==> config.mk <==
export PLATFORM = sky130hd
export DESIGN_NAME = bert_rx
export DESIGN_NICKNAME = d
export VERILOG_FILES = /design/src/rtl/bert_rx_pkg.sv /design/src/rtl/bert_ref_pred.sv /design/src/rtl/bert_sync_ctl.sv /design/src/rtl/bert_sat_cnt.sv /design/src/rtl/bert_rx.sv
export SDC_FILE = /design/constraint.sdc
export NUM_CORES = 1
export LEC_CHECK = 0
export ABC_AREA = 0
export CAP_MARGIN = 5
export CORE_UTILIZATION = 40
export CTS_BUF_LIST = sky130_fd_sc_hd__clkbuf_8
export CTS_CLUSTER_DIAMETER = 120
export CTS_CLUSTER_SIZE = 10
export DETAILED_ROUTE_END_ITERATION = 6
export PLACE_DENSITY = 0.72
export SETUP_SLACK_MARGIN = 0.02
export SLEW_MARGIN = 5
export SYNTH_ARGS = -nofsm -noshare
export SYNTH_HDL_FRONTEND = slang
export SYNTH_HIERARCHICAL = 1
export SYNTH_SLANG_ARGS = --single-unit
==> constraint.sdc <==
create_clock -name clk -period 4.8 [get_ports clk]
set_input_delay 1.2 -clock clk [delete_from_list [all_inputs] [get_ports clk]]
set_output_delay 1.2 -clock clk [all_outputs]
set_load 0.01 [all_outputs]
==> src/rtl/bert_rx_pkg.sv <==
package bert_rx_pkg;

   typedef enum logic {
      ST_HUNT = 1'b0,
      ST_LOCK = 1'b1
   } lock_st_e;

   function automatic int max_int(input int a, input int b);
      return (a > b) ? a : b;
   endfunction

endpackage

==> src/rtl/bert_ref_pred.sv <==
module bert_ref_pred #(
   parameter int PRBS_LEN = 15,
   parameter int PRBS_TAP = 14,
   parameter int REP_LEN  = 16,
   parameter bit REP_EN   = 1'b1
) (
   input  logic clk,
   input  logic rst_n,
   input  logic en,
   input  logic bit_in,
   input  logic rand_sel,
   input  logic lock,
   output logic pred
);
   localparam int HIST_W = bert_rx_pkg::max_int(PRBS_LEN, REP_EN ? REP_LEN : 2);

   logic [HIST_W-1:0] hist;
   logic              prbs_p;

   assign prbs_p = hist[PRBS_LEN-1] ^ hist[PRBS_TAP-1];

   generate
      if (REP_EN) begin : g_rep
         assign pred = rand_sel ? prbs_p : hist[REP_LEN-1];
      end else begin : g_prbs_only
         logic unused_sel;
         assign unused_sel = rand_sel;
         assign pred       = prbs_p;
      end
   endgenerate

   // Before lock the history fills from the line; after lock it free-runs.
   always_ff @(posedge clk or negedge rst_n) begin
      if (!rst_n) begin
         hist <= '0;
      end else if (en) begin
         hist <= {hist[HIST_W-2:0], lock ? pred : bit_in};
      end
   end

endmodule

==> src/rtl/bert_sync_ctl.sv <==
module bert_sync_ctl #(
   parameter int SYNC_LEN = 32,
   parameter int WIN_LEN  = 64,
   parameter int ERR_LIM  = 6
) (
   input  logic clk,
   input  logic rst_n,
   input  logic en,
   input  logic miss,
   input  logic auto_en,
   input  logic resync,
   output logic lock
);
   import bert_rx_pkg::*;

   localparam int MW = $clog2(SYNC_LEN + 1);
   localparam int WW = $clog2(WIN_LEN);
   localparam int EW = $clog2(ERR_LIM + 1);

   lock_st_e      st;
   logic [MW-1:0] mcnt;
   logic [WW-1:0] wpos;
   logic [EW-1:0] werr;
   logic [EW-1:0] werr_nx;

   assign lock    = (st == ST_LOCK);
   assign werr_nx = (miss && (werr != EW'(ERR_LIM))) ? werr + 1'b1 : werr;

   always_ff @(posedge clk or negedge rst_n) begin
      if (!rst_n) begin
         st   <= ST_HUNT;
         mcnt <= '0;
         wpos <= '0;
         werr <= '0;
      end else if (resync) begin
         st   <= ST_HUNT;
         mcnt <= '0;
         wpos <= '0;
         werr <= '0;
      end else if (en) begin
         if (st == ST_HUNT) begin
            if (miss) begin
               mcnt <= '0;
            end else if (mcnt == MW'(SYNC_LEN - 1)) begin
               st   <= ST_LOCK;
               mcnt <= '0;
               wpos <= '0;
               werr <= '0;
            end else begin
               mcnt <= mcnt + 1'b1;
            end
         end else begin
            if (auto_en && (werr_nx >= EW'(ERR_LIM))) begin
               st   <= ST_HUNT;
               wpos <= '0;
               werr <= '0;
            end else if (wpos == WW'(WIN_LEN - 1)) begin
               wpos <= '0;
               werr <= '0;
            end else begin
               wpos <= wpos + 1'b1;
               werr <= werr_nx;
            end
         end
      end
   end

endmodule

==> src/rtl/bert_sat_cnt.sv <==
module bert_sat_cnt #(
   parameter int W = 32
) (
   input  logic         clk,
   input  logic         rst_n,
   input  logic         inc,
   input  logic         take,
   output logic [W-1:0] held
);
   logic [W-1:0] cnt;

   always_ff @(posedge clk or negedge rst_n) begin
      if (!rst_n) begin
         cnt  <= '0;
         held <= '0;
      end else if (take) begin
         held <= cnt;
         cnt  <= {{(W-1){1'b0}}, inc};
      end else if (inc && (cnt != {W{1'b1}})) begin
         cnt <= cnt + 1'b1;
      end
   end

endmodule

==> src/rtl/bert_rx.sv <==
module bert_rx #(
   parameter int CNT_W    = 32,
   parameter int SNAP_W   = 32,
   parameter int SYNC_LEN = 32,
   parameter int WIN_LEN  = 64,
   parameter int ERR_LIM  = 6,
   parameter int PRBS_LEN = 15,
   parameter int PRBS_TAP = 14,
   parameter int REP_LEN  = 16,
   parameter bit REP_EN   = 1'b1
) (
   input  logic              clk,
   input  logic              rst_n,
   input  logic              bit_en,
   input  logic              rx_data,
   input  logic              tx_loop_data,
   input  logic              loop_en,
   input  logic              pat_rand,
   input  logic              auto_dis,
   input  logic              resync_bit,
   input  logic              lc_bit,
   input  logic              lc_pin,
   input  logic              rl_bit,
   input  logic              rl_pin,
   output logic [CNT_W-1:0]  bit_count,
   output logic [CNT_W-1:0]  err_count,
   output logic [SNAP_W-1:0] rx_pattern,
   output logic              in_sync
);
   localparam int NCNT = 2;

   generate
      if (CNT_W < 2) begin : g_bad_cnt
         $error("CNT_W must be at least 2");
      end
      if (SNAP_W < 2) begin : g_bad_snap
         $error("SNAP_W must be at least 2");
      end
      if (SYNC_LEN < 2) begin : g_bad_sync
         $error("SYNC_LEN must be at least 2");
      end
      if ((PRBS_TAP < 1) || (PRBS_TAP >= PRBS_LEN)) begin : g_bad_tap
         $error("PRBS_TAP must lie below PRBS_LEN");
      end
      if ((ERR_LIM < 1) || (ERR_LIM > WIN_LEN) || (WIN_LEN < 2)) begin : g_bad_win
         $error("ERR_LIM must fit inside WIN_LEN");
      end
   endgenerate

   logic              src;
   logic              pred;
   logic              miss;
   logic              lock;
   logic              lc_d, rl_d, rs_d;
   logic              lc_edge, rl_edge, rs_edge;
   logic [SNAP_W-1:0] snap;
   logic [NCNT-1:0]   inc_v;
   logic [CNT_W-1:0]  held_v [NCNT];

   assign src     = loop_en ? tx_loop_data : rx_data;
   assign miss    = src ^ pred;
   assign lc_edge = (lc_bit | lc_pin) & ~lc_d;
   assign rl_edge = (rl_bit | rl_pin) & ~rl_d;
   assign rs_edge = resync_bit & ~rs_d;

   always_ff @(posedge clk or negedge rst_n) begin
      if (!rst_n) begin
         lc_d <= 1'b0;
         rl_d <= 1'b0;
         rs_d <= 1'b0;
      end else begin
         lc_d <= lc_bit | lc_pin;
         rl_d <= rl_bit | rl_pin;
         rs_d <= resync_bit;
      end
   end

   bert_ref_pred #(
      .PRBS_LEN (PRBS_LEN),
      .PRBS_TAP (PRBS_TAP),
      .REP_LEN  (REP_LEN),
      .REP_EN   (REP_EN)
   ) u_ref (
      .clk      (clk),
      .rst_n    (rst_n),
      .en       (bit_en),
      .bit_in   (src),
      .rand_sel (pat_rand),
      .lock     (lock),
      .pred     (pred)
   );

   bert_sync_ctl #(
      .SYNC_LEN (SYNC_LEN),
      .WIN_LEN  (WIN_LEN),
      .ERR_LIM  (ERR_LIM)
   ) u_sync (
      .clk     (clk),
      .rst_n   (rst_n),
      .en      (bit_en),
      .miss    (miss),
      .auto_en (~auto_dis),
      .resync  (rs_edge),
      .lock    (lock)
   );

   assign inc_v[0] = bit_en & lock;
   assign inc_v[1] = bit_en & lock & miss;

   for (genvar gi = 0; gi < NCNT; gi++) begin : g_cnt
      bert_sat_cnt #(.W(CNT_W)) u_cnt (
         .clk   (clk),
         .rst_n (rst_n),
         .inc   (inc_v[gi]),
         .take  (lc_edge),
         .held  (held_v[gi])
      );
   end

   assign bit_count = held_v[0];
   assign err_count = held_v[1];
   assign in_sync   = lock;

   always_ff @(posedge clk or negedge rst_n) begin
      if (!rst_n) begin
         snap       <= '0;
         rx_pattern <= '0;
      end else begin
         if (bit_en) begin
            snap <= {snap[SNAP_W-2:0], src};
         end
         if (rl_edge) begin
            rx_pattern <= snap;
         end
      end
   end

endmodule

=== Yosys cells after proc, flatten, opt, wreduce, memory -nomap -nowiden ===
Cells that the tools add are included.

* Flip-flop bits (word level): 227
* Input port bits: 13
* Output and inout port bits: 97
* Logic and storage cells: 83

* Add/sub/neg operators: 5
* $lt $le $gt $ge: 1
* Equality and inequality tests: 7
* Mux-type cells: 33
* Bitwise operators: 13
* Reductions and logical operators: 10

{| class="wikitable"
|+ Operators with widths
! operator !! number
|-
| $mux 32 || 4
|-
| $mux 6 || 12
|-
| $add 32x1->32 const B || 2
|-
| $ne 32x32->1 const B || 2
|-
| $mux 3 || 8
|-
| $add 6x1->6 const B || 2
|-
| $mux 1 || 9
|-
| $eq 6x5->1 const B || 1
|-
| $eq 6x6->1 const B || 1
|-
| $reduce_bool 2->1 || 3
|-
| $and 1x1->1 || 5
|-
| $logic_and 1x1->1 || 4
|-
| $not 1->1 || 4
|-
| $add 3x1->3 const B || 1
|-
| $ge 3x3->1 const B || 1
|-
| $ne 3x1->1 const B || 1
|-
| $ne 3x3->1 const B || 1
|-
| $reduce_and 3->1 || 1
|-
| $reduce_bool 3->1 || 1
|-
| $ne 2x2->1 const B || 1
|-
| $or 1x1->1 || 2
|-
| $reduce_and 2->1 || 1
|-
| $xor 1x1->1 || 2
|}

=== Longest topological paths before layout ===
* Depth after elaboration: 11
* Gate-level depth with buffers: 10

=== Hierarchy ===
Netlist, hierarchy kept.

{| class="wikitable"
|+ By module, submodules not included
! module !! times used !! cells an instance !! area an instance (um^2) !! sequential area each (um^2)
|-
| bert_sat_cnt || 2 || 266 || 3011.6 || 1601.5
|-
| bert_rx || 1 || 152 || 2681.3 || 1676.6
|-
| bert_sync_ctl || 1 || 109 || 1033.5 || 400.4
|-
| bert_ref_pred || 1 || 41 || 684.4 || 400.4
|}

=== Worst setup path before layout ===
OpenSTA, ideal clock, no wires.

* Path type: in2reg
* Start: in loop_en
* End: reg g_cnt[1].u_cnt.cnt[27]
* Data arrival time: 3023 ps
* Required time: 4722 ps
* Slack: 1699 ps
* Stages: 7
* Buffers on the path: 1
* Cell sequence: mux2i_1 > mux2i_1 > nand3_2 > or2_4 > buf_6 > or4_1 > a21oi_1

* Cells in the longest elaborated chain, start to end: 5

{| class="wikitable"
|+ Ends and longest elaborated chain
! what !! RTL line !! source
|-
| start, declared || bert_rx.sv:17 || <nowiki>input logic loop_en,</nowiki>
|-
| $mux 1 || bert_rx.sv:60 || <nowiki>assign src = loop_en ? tx_loop_data : rx_data;</nowiki>
|-
| $xor 1x1->1 || bert_rx.sv:61 || <nowiki>assign miss = src ^ pred;</nowiki>
|-
| $and 1x1->1 || bert_rx.sv:108 || <nowiki>assign inc_v[1] = bit_en & lock & miss;</nowiki>
|-
| via inc_v[1] || bert_rx.sv:57 || <nowiki>logic [NCNT-1:0] inc_v;</nowiki>
|-
| $logic_and 1x1->1 || bert_sat_cnt.sv:19 || <nowiki>end else if (inc && (cnt != {W{1'b1}})) begin</nowiki>
|-
| $reduce_bool 2->1 (no line) || n/a ||
|-
| end signal, assigned || bert_sat_cnt.sv:18 || <nowiki>cnt <= {{(W-1){1'b0}}, inc};</nowiki>
|-
| end signal, assigned || bert_sat_cnt.sv:20 || <nowiki>cnt <= cnt + 1'b1;</nowiki>
|-
| end, declared || bert_sat_cnt.sv:10 || <nowiki>logic [W-1:0] cnt;</nowiki>
|}

The timed path passes the listed nets, and every way through them passes these cells.
A chain may end at the register's enable or synchronous reset.

=== Worst setup path after layout ===
* Start: in pat_rand
* End: reg g_cnt[1].u_cnt.cnt[22]

* Cells in the longest elaborated chain, start to end: 5

{| class="wikitable"
|+ Ends and longest elaborated chain
! what !! RTL line !! source
|-
| start, declared || bert_rx.sv:18 || <nowiki>input logic pat_rand,</nowiki>
|-
| $mux 1 || bert_ref_pred.sv:24 || <nowiki>assign pred = rand_sel ? prbs_p : hist[REP_LEN-1];</nowiki>
|-
| via pred || bert_rx.sv:51 || <nowiki>logic pred;</nowiki>
|-
| $xor 1x1->1 || bert_rx.sv:61 ||
|-
| $and 1x1->1 || bert_rx.sv:108 ||
|-
| via inc_v[1] || bert_rx.sv:57 ||
|-
| $logic_and 1x1->1 || bert_sat_cnt.sv:19 ||
|-
| $reduce_bool 2->1 (no line) || n/a ||
|}

The timed path passes the listed nets, and every way through them passes these cells.

==> run_results.csv <==
group,metric,value,unit
placement,gp_congestion,0.8205,
route,vias_per_cell,5.549,
logic_synthesis,ys_ff_latch,227,
floorplan,fp.coreArea,0.02540,mm²
power,p_int,3.210,mW
grt,grt_pass1_vias,6962,
clock_network,post_cts_buffers,0,
floorplan,fp-row-count,58,
layout,final_layout_size_suffix_gt1_share,22.55,%
timing,hold_viol,0,
clock_network,clk_latency,0.55,ns
timing,slew_headroom,39.37,%
outcome,outcome,"completed",
route,drt_iter0_drc,455,
clock_network,clockBufferDepth,3,
timing,timing.setup.tns,0,ns
clock_network,cts_tree,"done",
worst_setup_path,crit_slowest_cell,"clkdlybuf4s50_1",
logic_synthesis,avgSynthCellArea,12.50,µm²
worst_setup_path,crit_path_max_fanout,5,
worst_setup_path,cp.arrival,3.84,ns
clock_network,root_buffer,"clkbuf_8",
power,ir_drop,0.0003018,V
power,pwr-share-clk,25.9,%
worst_setup_path,max_stage_delay,0.50,ns
placement,dp_hpwl,12960,µm
route,ant_nets,0,
logic_synthesis,synth.top_cell.area_share,54.50,%
worst_setup_path,path_buf_inv,1,
route,route.detailed.drc,0,
grt,grt_antenna_before_repair,0,
run,cap_violations,0,
grt,grt_max_degree,137,
layout,final_common_cell,"dfrtp_1",
worst_setup_path,path_cells,"clkdlybuf4s50_1, nor2_1, a21oi_1, nand3_1, mux2i_1, and4_1, nand2_1, a21oi_1, nand4_1, mux2_2",
logic_synthesis,ys_types,55,
floorplan,initial_core_util,41.03,%
grt,grt-ovfl-total,0,
clock_network,cts_buffers,26,
layout,num_antenna_cells,0,
worst_hold_path,hold_class,"flip-flop to flip-flop",
timing,fmax,292.1,MHz
route,via_count,7047,
route,wl,20110,µm
route,wl_per_cell,15.83,µm
clock_network,htreeDepth,1,
timing,worst_pin_slew,0.9041,ns
floorplan,ios,110,
logic_synthesis,postSynthNetCount,853,
worst_setup_path,startpoint_type,"primary input",
grt,grt_pass1_wl,34780,µm
worst_setup_path,cp-end-kind,"flip-flop",
worst_setup_path,path_class,"primary input to flip-flop",
floorplan,die_y,163.4,µm
power,power.combinational.fraction,19.3,%
logic_synthesis,postSynthCellCount,834,
clock_network,cts_sinks,227,
power,p_leak,5.204,nW
placement,io_buffers,109,
logic_synthesis,synth_top_area_cell,"dfrtp_1",
layout,syn2layout_area_growth,16.49,%
timing,slew_viol_final,0,
power,seqPwrFrac,54.9,%
timing,rsz0062_at_grt,"no",
logic_synthesis,yosys_warnings,6,
worst_setup_path,crit_family,"multiplexers",
logic_synthesis,netlist_area,0.01042,mm²
layout,fill_cells,2285,
logic_synthesis,ys_top_cells_by_area,"dfrtp_1, mux2_2, mux2_4",
floorplan,die_w,163.4,µm
logic_synthesis,synth-seq-area-share,54.50,%
clock_network,cts.repair.resized,0,
timing,min_period_over_period,71.33,%
power,sw_frac_of_total,25.74,%
placement,dpl_cell_area,0.01175,mm²
power,p_total,4.323,mW
clock_network,clk_pin_slew,0.07,ns
layout,design_area,0.01214,mm²
power,p_sw,1.113,mW
worst_setup_path,crit_required,5.22,ns
timing,fin_skew,0.02254,ns
grt,track_usage,15.62,%
floorplan,dieArea,0.02671,mm²
timing,setup-violations-final,0,
worst_setup_path,crit_path_frequent_cell,"a21oi_1",
timing,post-route-min-period,3.424,ns
layout,nets,959,
route,firstDrtPassIters,4,
layout,layout_common_cells,"dfrtp_1, mux2_2, clkdlybuf4s50_1",
power,powerDensity,356.0,mW/mm²
clock_network,hold_buffers,0,
-- final timing paths --
| check | slack (ns) | start | endpoint | depth (start not counted) |
|---|---|---|---|---|
| worst min register to register | 0.50 | u_ref/hist[2]$_DFFE_PN0P_ | u_ref/hist[3]$_DFFE_PN0P_ | 1 |
| worst max register to register | 1.97 | u_ref/hist[13]$_DFFE_PN0P_ | g_cnt[1].u_cnt/cnt[22]$_DFFE_PN0P_ | 9 |
| min in group asynchronous | 0.72 | rst_n | rx_pattern[16]$_DFFE_PN0P_ | 1 |
| max in group asynchronous | 3.10 | rst_n | u_sync/mcnt[1]$_DFFE_PN0P_ | 2 |
| worst max-delay path | 1.38 | pat_rand | g_cnt[1].u_cnt/cnt[22]$_DFFE_PN0P_ | 10 |
| worst min-delay path | 0.50 | u_ref/hist[2]$_DFFE_PN0P_ | u_ref/hist[3]$_DFFE_PN0P_ | 1 |
-- cells by family (layout without fill, tap and decap cells) --
kind of cell	after synthesis	count (layout)	synth area share [%]
xor+xnor	14	14	1.176
fa+ha+maj	6	6	0.7203
compound gates	137	137	8.812
simple gates	245	245	13.85
flops	227	227	54.50
buf+inv	52	158	3.061
mux	153	153	17.88
-- registers in the layout, summed over array words and instances (netlist names) --
signal            flops
rx_pattern           32
u_sync/mcnt           6
g_cnt.u_cnt/held     64
rl_d                  1
u_sync/lock           1
u_sync/werr           3
u_sync/wpos           6
rs_d                  1
u_ref/hist           16
snap                 32
g_cnt.u_cnt/cnt      64
lc_d                  1
-- layout make-up --
cell class / count / area, µm² / area share (%)
flip-flops and latches: 227 / 5680 / 46.79
multi-input cells: 555 / 4437 / 36.54
repair buffers: 120 / 1202 / 9.903
well taps: 330 / 412.9 / 3.401
clock buffers: 26 / 357.8 / 2.947
inverters: 10 / 37.54 / 0.3092
clock inverters: 2 / 13.76 / 0.1134
-- through the flow --
step | util [%] | setup WS, ns | hold WS, ns | instances
2_1_floorplan | - | 1.699 | 0.4726 | 834
3_3_place_gp | 46.27 | 0.9090 | 0.4848 | 1241
3_5_place_dp | 46.27 | 0.7706 | 0.4920 | 1241
4_1_cts | 47.73 | 1.352 | 0.5064 | 1269
5_1_grt | 47.80 | 1.077 | 0.5225 | 1270
6_report | 47.80 | 1.376 | 0.4992 | 1270
-- power by group through the flow --
| stage | sequential [mW] | combinational [mW] | clock [mW] |
|---|---|---|---|
| after floorplan | 2.41 | 0.468 | 0 |
| after detailed placement | 2.41 | 0.840 | 0 |
| after global routing | 2.41 | 0.899 | 1.24 |
| after global placement | 2.40 | 0.821 | 0 |
| final | 2.37 | 0.832 | 1.12 |
| after CTS | 2.38 | 0.845 | 1.18 |
-- Yosys cell counts, drive strengths merged --
| cell type | n |
|---|---|
| dfrtp | 227 |
| mux2 | 148 |
| a21oi | 53 |
| nand2 | 38 |
| nand3 | 34 |
| o31ai | 34 |
| or4 | 32 |
| buf | 31 |
| nand4 | 29 |
| nor2 | 29 |
| o21ai | 21 |
| or3 | 18 |
| and4 | 12 |
| and3 | 11 |
| clkbuf | 11 |
| inv | 10 |
| nor2b | 9 |
| nor3 | 9 |
| xnor2 | 8 |
| o211ai | 7 |
| ha | 6 |
| o2111ai | 6 |
| xor2 | 6 |
| mux2i | 5 |
| nand2b | 5 |
| nand3b | 5 |
| or2 | 5 |
| and2 | 4 |
| o311ai | 3 |
| a211oi | 2 |
| a311oi | 2 |
| nor4 | 2 |
| o21bai | 2 |
| a21boi | 1 |
| a221o | 1 |
| a221oi | 1 |
| a31oi | 1 |
| a32o | 1 |
| and2b | 1 |
| and4bb | 1 |
| nor3b | 1 |
| o21a | 1 |
| o221ai | 1 |
-- per-layer routing --
| metal | global-route usage [%] | vias to the layer above | wire length [µm] |
|---|---|---|---|
| met5 | 0 | - | 0 |
| met4 | 4.291 | 0 | 384 |
| met3 | 2.489 | 31 | 743 |
| met2 | 25.21 | 141 | 9478 |
| met1 | 21.69 | 3550 | 9503 |
| li1 | - | 3325 | - |
Power figures use the tool's default switching activity.
